--- src/rtl/irq_regwin_pkg.sv ---
package irq_regwin_pkg;
  localparam logic [7:0] OFF_SEL   = 8'h00;
  localparam logic [7:0] OFF_WIN   = 8'h10;
  localparam logic [7:0] IDX_ID    = 8'h00;
  localparam logic [7:0] IDX_VER   = 8'h01;
  localparam logic [7:0] IDX_ARB   = 8'h02;
  localparam logic [7:0] IDX_TBL   = 8'h10;
  localparam int         RIRR_BIT  = 14;
  localparam logic [63:0] ENTRY_RST = 64'h0000_0000_0001_0000;

  function automatic logic [31:0] size_data(input logic [3:0] len, input logic [31:0] d);
    case (len)
      4'd1:    size_data = {24'h0, d[7:0]};
      4'd2:    size_data = {16'h0, d[15:0]};
      default: size_data = d;
    endcase
  endfunction
endpackage

--- src/rtl/irq_regwin_decode.sv ---
module irq_regwin_decode
  import irq_regwin_pkg::*;
#(
  parameter int NUM_PINS = 24,
  parameter int ADDR_W   = 16,
  localparam int IDX_W   = $clog2(NUM_PINS)
) (
  input  logic [ADDR_W-1:0] addr_i,
  input  logic [3:0]        len_i,
  input  logic [31:0]       wdata_i,
  input  logic [7:0]        sel_i,
  output logic              is_sel_o,
  output logic              is_win_o,
  output logic              len_ok_o,
  output logic [31:0]       data_o,
  output logic              ent_ok_o,
  output logic              ent_hi_o,
  output logic [IDX_W-1:0]  ent_idx_o
);
  logic [7:0] off;
  logic [7:0] diff;
  logic [6:0] idx7;

  assign off      = addr_i[7:0];
  assign is_sel_o = (off == OFF_SEL);
  assign is_win_o = (off == OFF_WIN);
  assign len_ok_o = (len_i == 4'd1) || (len_i == 4'd2) || (len_i == 4'd4) || (len_i == 4'd8);
  assign data_o   = size_data(len_i, wdata_i);

  assign diff      = sel_i - IDX_TBL;
  assign idx7      = diff[7:1];
  assign ent_hi_o  = sel_i[0];
  assign ent_ok_o  = (sel_i >= IDX_TBL) && (int'(idx7) < NUM_PINS);
  assign ent_idx_o = idx7[IDX_W-1:0];
endmodule

--- src/rtl/irq_regwin_table.sv ---
module irq_regwin_table
  import irq_regwin_pkg::*;
#(
  parameter int NUM_PINS = 24,
  localparam int IDX_W   = $clog2(NUM_PINS)
) (
  input  logic                      clk_i,
  input  logic                      rst_ni,
  input  logic                      wr_en_i,
  input  logic                      wr_hi_i,
  input  logic [IDX_W-1:0]          wr_idx_i,
  input  logic [31:0]               wr_data_i,
  input  logic [NUM_PINS-1:0]       irr_set_i,
  output logic [NUM_PINS-1:0][63:0] ent_o
);
  for (genvar i = 0; i < NUM_PINS; i++) begin : g_ent
    logic hit, wr_lo, wr_hi;
    assign hit   = wr_en_i && (wr_idx_i == IDX_W'(i));
    assign wr_lo = hit && !wr_hi_i;
    assign wr_hi = hit && wr_hi_i;

    always_ff @(posedge clk_i or negedge rst_ni) begin
      if (!rst_ni) begin
        ent_o[i] <= ENTRY_RST;
      end else if (wr_lo) begin
        ent_o[i][31:0]     <= wr_data_i;
        ent_o[i][RIRR_BIT] <= 1'b0;
      end else begin
        if (wr_hi) ent_o[i][63:32] <= wr_data_i;
        if (irr_set_i[i]) ent_o[i][RIRR_BIT] <= 1'b1;
      end
    end

    assert_rirr_clear_R6: assert property (@(posedge clk_i) disable iff (!rst_ni)
      wr_lo |=> !ent_o[i][RIRR_BIT]);
    assert_rirr_set_R6: assert property (@(posedge clk_i) disable iff (!rst_ni)
      (irr_set_i[i] && !wr_lo) |=> ent_o[i][RIRR_BIT]);
    assert_hi_keeps_lo_R4: assert property (@(posedge clk_i) disable iff (!rst_ni)
      (wr_hi && !irr_set_i[i]) |=> $stable(ent_o[i][31:0]));
  end
endmodule

--- src/rtl/irq_regwin.sv ---
module irq_regwin
  import irq_regwin_pkg::*;
#(
  parameter int         NUM_PINS = 24,
  parameter int         ADDR_W   = 16,
  parameter logic [7:0] VERSION  = 8'h11,
  localparam int        IDX_W    = $clog2(NUM_PINS)
) (
  input  logic                    clk_i,
  input  logic                    rst_ni,
  input  logic                    req_i,
  input  logic                    we_i,
  input  logic [ADDR_W-1:0]       addr_i,
  input  logic [3:0]              len_i,
  input  logic [31:0]             wdata_i,
  output logic [31:0]             rdata_o,
  input  logic [NUM_PINS-1:0]     irr_set_i,
  output logic [NUM_PINS*64-1:0]  entries_o,
  output logic                    upd_o,
  output logic [IDX_W-1:0]        upd_idx_o
);
  localparam logic [7:0] LAST_IDX = 8'(NUM_PINS - 1);

  logic [7:0]              sel_q;
  logic [3:0]              id_q;
  logic                    is_sel, is_win, len_ok, ent_ok, ent_hi;
  logic [31:0]             data;
  logic [IDX_W-1:0]        ent_idx;
  logic                    wr_ok, tbl_wr;
  logic [NUM_PINS-1:0][63:0] ent;
  logic [63:0]             cur_ent;
  logic [31:0]             win_rd, rd_val;

  irq_regwin_decode #(.NUM_PINS(NUM_PINS), .ADDR_W(ADDR_W)) u_dec (
    .addr_i(addr_i), .len_i(len_i), .wdata_i(wdata_i), .sel_i(sel_q),
    .is_sel_o(is_sel), .is_win_o(is_win), .len_ok_o(len_ok), .data_o(data),
    .ent_ok_o(ent_ok), .ent_hi_o(ent_hi), .ent_idx_o(ent_idx)
  );

  assign wr_ok  = req_i && we_i && len_ok;
  assign tbl_wr = wr_ok && is_win && ent_ok;

  irq_regwin_table #(.NUM_PINS(NUM_PINS)) u_tbl (
    .clk_i(clk_i), .rst_ni(rst_ni), .wr_en_i(tbl_wr), .wr_hi_i(ent_hi),
    .wr_idx_i(ent_idx), .wr_data_i(data), .irr_set_i(irr_set_i), .ent_o(ent)
  );

  assign entries_o = ent;

  always_ff @(posedge clk_i or negedge rst_ni) begin
    if (!rst_ni) begin
      sel_q <= '0;
      id_q  <= '0;
    end else begin
      if (wr_ok && is_sel) sel_q <= data[7:0];
      if (wr_ok && is_win && sel_q == IDX_ID) id_q <= data[27:24];
    end
  end

  assign cur_ent = ent_ok ? ent[ent_idx] : '1;

  always_comb begin
    if (sel_q == IDX_ID || sel_q == IDX_ARB) win_rd = {4'h0, id_q, 24'h0};
    else if (sel_q == IDX_VER)               win_rd = {8'h0, LAST_IDX, 8'h0, VERSION};
    else if (ent_hi)                         win_rd = cur_ent[63:32];
    else                                     win_rd = cur_ent[31:0];
  end

  always_comb begin
    if (is_sel)      rd_val = {24'h0, sel_q};
    else if (is_win) rd_val = win_rd;
    else             rd_val = '0;
  end

  always_ff @(posedge clk_i or negedge rst_ni) begin
    if (!rst_ni) begin
      rdata_o   <= '0;
      upd_o     <= 1'b0;
      upd_idx_o <= '0;
    end else begin
      if (req_i && !we_i) rdata_o <= rd_val;
      upd_o <= tbl_wr;
      if (tbl_wr) upd_idx_o <= ent_idx;
    end
  end

  assert_sel_store_R1: assert property (@(posedge clk_i) disable iff (!rst_ni)
    (req_i && we_i && len_i == 4'd4 && addr_i[7:0] == OFF_SEL) |=> sel_q == $past(wdata_i[7:0]));
  assert_bad_off_zero_R7: assert property (@(posedge clk_i) disable iff (!rst_ni)
    (req_i && !we_i && !is_sel && !is_win) |=> rdata_o == 32'h0);
  assert_oor_no_pulse_R5: assert property (@(posedge clk_i) disable iff (!rst_ni)
    (req_i && we_i && is_win && !ent_ok) |=> !upd_o);
  assert_upd_pulse_R10: assert property (@(posedge clk_i) disable iff (!rst_ni)
    tbl_wr |=> (upd_o && upd_idx_o == $past(ent_idx)));
  assert_rdata_hold_R11: assert property (@(posedge clk_i) disable iff (!rst_ni)
    !(req_i && !we_i) |=> $stable(rdata_o));
  assert_bad_len_R8: assert property (@(posedge clk_i) disable iff (!rst_ni)
    (req_i && we_i && !len_ok) |=> (!upd_o && $stable(sel_q) && $stable(id_q)));
endmodule

--- config.mk ---
export PLATFORM = sky130hd
export DESIGN_NAME = irq_regwin
export DESIGN_NICKNAME = d
export VERILOG_FILES = /design/src/rtl/irq_regwin_pkg.sv /design/src/rtl/irq_regwin_decode.sv /design/src/rtl/irq_regwin_table.sv /design/src/rtl/irq_regwin.sv
export SDC_FILE = /design/constraint.sdc
export NUM_CORES = 2
export LEC_CHECK = 0
export ABC_CLOCK_PERIOD_IN_PS = 5980
export BUFFER_PORTS_ARGS = -buffer_cell sky130_fd_sc_hd__buf_2
export CAP_MARGIN = 20
export CORE_AREA = 2 2 650 652
export CTS_CLUSTER_SIZE = 30
export DETAILED_ROUTE_END_ITERATION = 12
export DIE_AREA = 0 0 652 654
export PLACE_DENSITY_LB_ADDON = 0.2
export SLEW_MARGIN = 20
export SYNTH_ARGS = -nofsm -noshare
export SYNTH_HDL_FRONTEND = slang
export SYNTH_SLANG_ARGS = --single-unit
--- constraint.sdc ---
create_clock -name clk_i -period 5.98 [get_ports clk_i]
set_input_delay 0.299 -clock clk_i [delete_from_list [all_inputs] [get_ports clk_i]]
set_output_delay 0.299 -clock clk_i [all_outputs]
set_load 0.02 [all_outputs]
# [Yosys cells after proc, flatten, opt, wreduce, memory -nomap -nowiden]
# Index checks and enable logic that the tools add are counted.
[totals] ff_bits=1586 latch_bits=0 mem_bits_rw=0 rom_bits=0 output_inout_bits=1574 elab_cells=329 n_memories=0
[op_classes] n_addsub=1 mul=0 n_div=0 magnitude_cmp=3 n_eq_ne=30 shift=0 muxes=57 bitwise_logic=24 reduce_logical=137
[ops] operator="$bmux W64 S5" count=1
[ops] operator="$mux W32" count=5
[ops] operator="$mux W64" count=2
[ops] operator="$logic_and A1 B1 Y1" count=80
[ops] operator="$pmux W32 S2" count=1
[ops] operator="$mux W1" count=48
[ops] operator="$reduce_and A2 Y1" count=24
[ops] operator="$reduce_bool A2 Y1" count=24
[ops] operator="$eq A5 B4 Y1 const B" count=8
[ops] operator="$eq A5 B5 Y1 const B" count=8
[ops] operator="$not A1 Y1" count=24
[ops] operator="$eq A5 B3 Y1 const B" count=4
[ops] operator="$logic_not A8 Y1" count=2
[ops] operator="$eq A5 B2 Y1 const B" count=2
[ops] operator="$eq A8 B1 Y1 const B" count=1
[ops] operator="$eq A8 B2 Y1 const B" count=1
[ops] operator="$eq A8 B5 Y1 const B" count=1
[ops] operator="$ge A8 B5 Y1 const B" count=1
[ops] operator="$sub A8 B5 Y8 const B" count=1
[ops] operator="$lt A7 B5 Y1 const B" count=1
[ops] operator="$lt A5 B6 Y1 const B" count=1
[ops] operator="$eq A5 B1 Y1 const B" count=1
[ops] operator="$logic_not A5 Y1" count=1
[ops] operator="$eq A4 B1 Y1 const B" count=1
[ops] operator="other kinds (5)" count=9

# [Longest topological paths before layout]
[depth] depth_word=11 depth_mapped=15 depth_no_buf=9

# [Modules after synthesis]
# From an unflattened synthesis, not the netlist that was laid out.
[hier_totals] hier_cells=4643 hier_area_um2=72563.3
[by_module_without_submodules] mod="irq_regwin_table" n_inst=1 cells_per_inst=3463 area_per_inst_um2=57632.8 seq_area_each_um2=38466.9
[by_module_without_submodules] mod="irq_regwin" n_inst=1 cells_per_inst=1118 area_per_inst_um2=14511.4 seq_area_each_um2=1251.2
[by_module_without_submodules] mod="irq_regwin_decode" n_inst=1 cells_per_inst=62 area_per_inst_um2=419.2 seq_area_each_um2=0.0

# [Least setup slack after synthesis]
# Ideal clock, no wire load.
[synth_timing] path_kind="register to register" from="reg sel_q[4]" to="reg u_tbl.ent_o[325] in the netlist's numbering" setup_time_ns=0.125 t_arrival_ns=3.156 t_required_ns=5.855 setup_slack_ns=2.699 path_stages_with_launch=14 n_path_buf=6 path_cell_list="dfrtp_1 buf_2 clkbuf_1 inv_1 clkbuf_1 ha_1 buf_2 inv_1 clkbuf_1 nor2_1 nor4b_4 nand3_2 clkbuf_1 mux2_2"
[synth_between] elab_chain_len=6 elab_cells_between_ends=8
[synth_rtl] item="start, declared" line_no="irq_regwin.sv:24" rtl="logic [7:0] sel_q;"
[synth_rtl] item="start signal, assigned" line_no="irq_regwin.sv:55" rtl="if (wr_ok && is_sel) sel_q <= data[7:0];"
[synth_rtl] item="$sub A8 B5 Y8 (*)" line_no="irq_regwin_decode.sv:30" rtl="assign diff = sel_i - IDX_TBL;"
[synth_rtl] item="named net ent_idx[3]" line_no="irq_regwin.sv:28" rtl="logic [IDX_W-1:0] ent_idx;"
[synth_rtl] item="$lt A7 B5 Y1" line_no="irq_regwin_decode.sv:33" rtl="assign ent_ok_o = (sel_i >= IDX_TBL) && (int'(idx7) < NUM_PINS);"
[synth_rtl] item="$logic_and A1 B1 Y1" line_no="irq_regwin_decode.sv:33"
[synth_rtl] item="$logic_and A1 B1 Y1" line_no="irq_regwin.sv:41" rtl="assign tbl_wr = wr_ok && is_win && ent_ok;"
[synth_rtl] item="$logic_and A1 B1 Y1 (*)" line_no="irq_regwin_table.sv:18" rtl="assign hit = wr_en_i && (wr_idx_i == IDX_W'(i));"
[synth_rtl] item="$logic_and A1 B1 Y1 (*)" line_no="irq_regwin_table.sv:19" rtl="assign wr_lo = hit && !wr_hi_i;"
[synth_rtl] item="end signal, assigned by index" line_no="irq_regwin_table.sv:26" rtl="ent_o[i][31:0] <= wr_data_i;"
[synth_rtl] item="end signal, assigned by index" line_no="irq_regwin_table.sv:29" rtl="if (wr_hi) ent_o[i][63:32] <= wr_data_i;"
[synth_rtl] item="end, declared" line_no="irq_regwin_table.sv:14" rtl="output logic [NUM_PINS-1:0][63:0] ent_o"
# Mark *: on every way through the listed nets, which the timed path passes. The rest lies on a longest branch.
# A chain may end at the register's enable or synchronous reset.

# [Worst setup path in the final report]
[layout_timing] from="reg sel_q[4]" to="reg u_tbl.ent_o[935] in the netlist's numbering"
[layout_between] elab_chain_len=8 elab_cells_between_ends=11
[layout_rtl] item="$sub A8 B5 Y8" line_no="irq_regwin_decode.sv:30"
[layout_rtl] item="$lt A7 B5 Y1" line_no="irq_regwin_decode.sv:33"
[layout_rtl] item="$logic_and A1 B1 Y1" line_no="irq_regwin_decode.sv:33"
[layout_rtl] item="$logic_and A1 B1 Y1" line_no="irq_regwin.sv:41"
[layout_rtl] item="$logic_and A1 B1 Y1 (*)" line_no="irq_regwin_table.sv:18"
[layout_rtl] item="$logic_and A1 B1 Y1" line_no="irq_regwin_table.sv:19"
[layout_rtl] item="$not A1 Y1 (no line)"
[layout_rtl] item="$reduce_and A2 Y1 (no line) (*)"
# Mark *: on every way between the ends. The rest lies on a longest branch, timed or not.

==> impl_metrics.tcl <==
set metrics [dict create \
    status "finished clean" \
    drtIter0Drc 4850 \
    synth-edff-count 0 \
    synth_area_leaders "dfrtp_1 56%, mux4_2 9.0%, o21ai_0 8.6%" \
    routed_wl_um 496000 \
    grt_start_max_net_pins 151 \
    yosysTopAreaCell "dfrtp_1" \
    hold_class "in -> reg" \
    synth_warnings 0 \
    async_reset_ff_share_pct 100 \
    die_h_um 654 \
    cp-end-kind "flop" \
    die_w_um 652 \
    avgRoutedWirePerCell_um 37.3 \
    grt_pass1_vias 57200 \
    place_inst 12900 \
    dp_hpwl_um 384000 \
    crit_chain "inv_2, ha_4, inv_1, nor3_1, nor4b_4, nand3_4, mux2_2" \
    grt.total_usage_pct 22.5 \
    rows 238 \
    crit_fanout 56 \
    p_per_area_nw_per_um2 271 \
    cp_slowest_cell "nor4b_4" \
    nNetsFinal 7674 \
    fmax_mhz 223 \
    cts-buffers-inserted 210 \
    rsz0062_at_grt "false" \
    power_leakage_nw 43.5 \
    nFillCells 45500 \
    grt_pass1_wl_um 633000 \
    instances_no_fill 13300 \
    synthCells 6111 \
    synth_nets 6193 \
    clk_pin_slew_ps 60 \
    min_period_ps 4490 \
    gp_congestion 0.880 \
    netlist_area_um2 69900 \
    cts_resized 0 \
    grt_antenna_before_repair 60 \
    drc 0 \
    cts_sinks 1586 \
    worstSkewPairLatency_ps 950 \
    overflow 0 \
    finalSetupTns_ps 0 \
    finalSetupViolCount 0 \
    cpLargestDelayFamily "simple AND/OR/NAND/NOR gates" \
    via_count 58200 \
    antenna_left 0 \
    synthFlopType "dfrtp_1" \
    irDropWorstVdd_uv 229 \
    synth_cell_types 59 \
    ff_latch_area_um2 39700 \
    via_per_inst 4.38 \
    worst_pin_slew_ps 1240 \
    final_cell_mix "1644 x buf_2, 1557 x dfrtp_1, 1244 x nand2_1" \
    slowest_delay_ps 980 \
    multiInputGateArea_um2 28100 \
    io_buffers 1645 \
    crit_arrival_ps 5300 \
    worstPathRequired_ps 6780 \
    synth_seq_cells 1586 \
    post_synth.cell_area_avg_um2 11.4 \
    final_hold_viol_count 0 \
    max_slew_margin_pct 16.8 \
    startpoint_type "flop" \
    worst-path-buf-inv 2 \
    cts_buffer_depth 4 \
    core_um2 419000 \
    dr.pass1.iters 6 \
    cts_max_level 4 \
    slew_violations 0 \
    area_growth_pct 32.4 \
    post_route_cells_drive_above_1_share_pct 38.1 \
    cts_tree "yes" \
    clockRootBuffer "clkbuf_16" \
    synth_top_area_share_pct 55.9 \
    crit_type "reg -> reg" \
    die_area_um2 426000 \
    io_pins 1654 \
    layout_commonest_cell "buf_2" \
    cap_viol_max_count 0 \
    finalClockSkew_ps 108 \
    period_share_pct 75.2 \
    ys_seq_area_share_pct 56.9 \
    start_util_pct 16.7 \
]
sequential cells by signal, summed over array words and instances (netlist names):
name and count:
u_tbl.ent_o 1536, id_q 4, upd_o 1, rdata_o 32, upd_idx_o 5, sel_q 8
synth_stat cells, types with 24 or more instances:
library cell,count
buf_2,144
a211oi_1,40
mux2_2,408
nor2_1,49
a22oi_1,36
mux4_2,280
o221ai_1,25
dfrtp_1,1562
o22ai_1,82
o21a_1,24
o21ai_0,1199
nand2_1,1269
clkbuf_1,436
dfstp_2,24
mux2i_1,231
a21oi_1,65
routing by layer:
metal / routed length [µm] / share of wire [%] / global-route usage (%)
met1: 203000 / 41 / 27.9
met2: 230000 / 46 / 36.5
met3: 37500 / 7.6 / 6.21
met4: 25400 / 5.1 / 9.75
met5: 55 / 0.011 / 0
logic make-up after synthesis:
kind of cell	synth area share, %
buffers and inverters	3.65
DFF	56.9
muxes	18.9
adders and majority gates	0.0358
and+or+nand+nor	8.62
xor gates and xnor gates	0.0251
AOI/OAI and AO/OA	11.9
power by group:
group	internal (W)	switching, W	leakage [nW]
logic	0.000147	0.000797	18.1
registers	0.0107	0.0000132	21.9
clock network	0.00779	0.00558	3.48
total	0.0187	0.00639	43.5
metrics by stage:
| step | worst slack [ps] | area (µm²) | util [%] | hold slack [ps] | power [W] |
|---|---|---|---|---|---|
| floorplan | 2700 | 69900 | - | 3.41 | 0.0112 |
| finish | 1490 | 92500 | 22.1 | 63.9 | 0.0251 |
| detailed placement | 1290 | 84700 | 20.2 | 314 | 0.0119 |
| CTS | 1280 | 92400 | 22.0 | 1.66 | 0.0255 |
| global route | 1220 | 92400 | 22.0 | 57.2 | 0.0259 |
| global placement | 1210 | 84700 | 20.2 | 309 | 0.0119 |
final cells by class:
class | count | area share, %
antenna | 17 | 0.0460
inverter | 6 | 0.0271
clock buffer | 319 | 6.61
timing repair buffer | 1874 | 11.3
clock inverter | 69 | 1.16
multi-input combinational | 3914 | 30.4
sequential | 1586 | 43.0
tap | 5520 | 7.47
worst min-delay path: stages:
cell and delay, ps:
buf_2 90, nand2_2 40, buf_4 280, o21ai_0 260
path summary, 6_finish.rpt:
kind | startpoint | to | slack (ps) | cells after the start
worst max-delay path | sel_q[4] | u_tbl.ent_o[935] | 1490 | 7
worst min-delay path | wdata_i[25] | u_tbl.ent_o[1209] | 60 | 4
worst max register to register | sel_q[4] | u_tbl.ent_o[935] | 1490 | 7
worst min register to register | rdata_o[14] | rdata_o[14] | 480 | 2
max in group asynchronous | rst_ni | u_tbl.ent_o[320] | 3780 | 5
min in group asynchronous | rst_ni | u_tbl.ent_o[1060] | 460 | 3
timing repair:
action                     in CTS  in global routing
hold endpoints to repair      542                  0
hold buffers                   48                  0
setup endpoints to repair       0                  0
setup buffers                   0                  0
No activity file was read; power rests on OpenSTA's default activity.
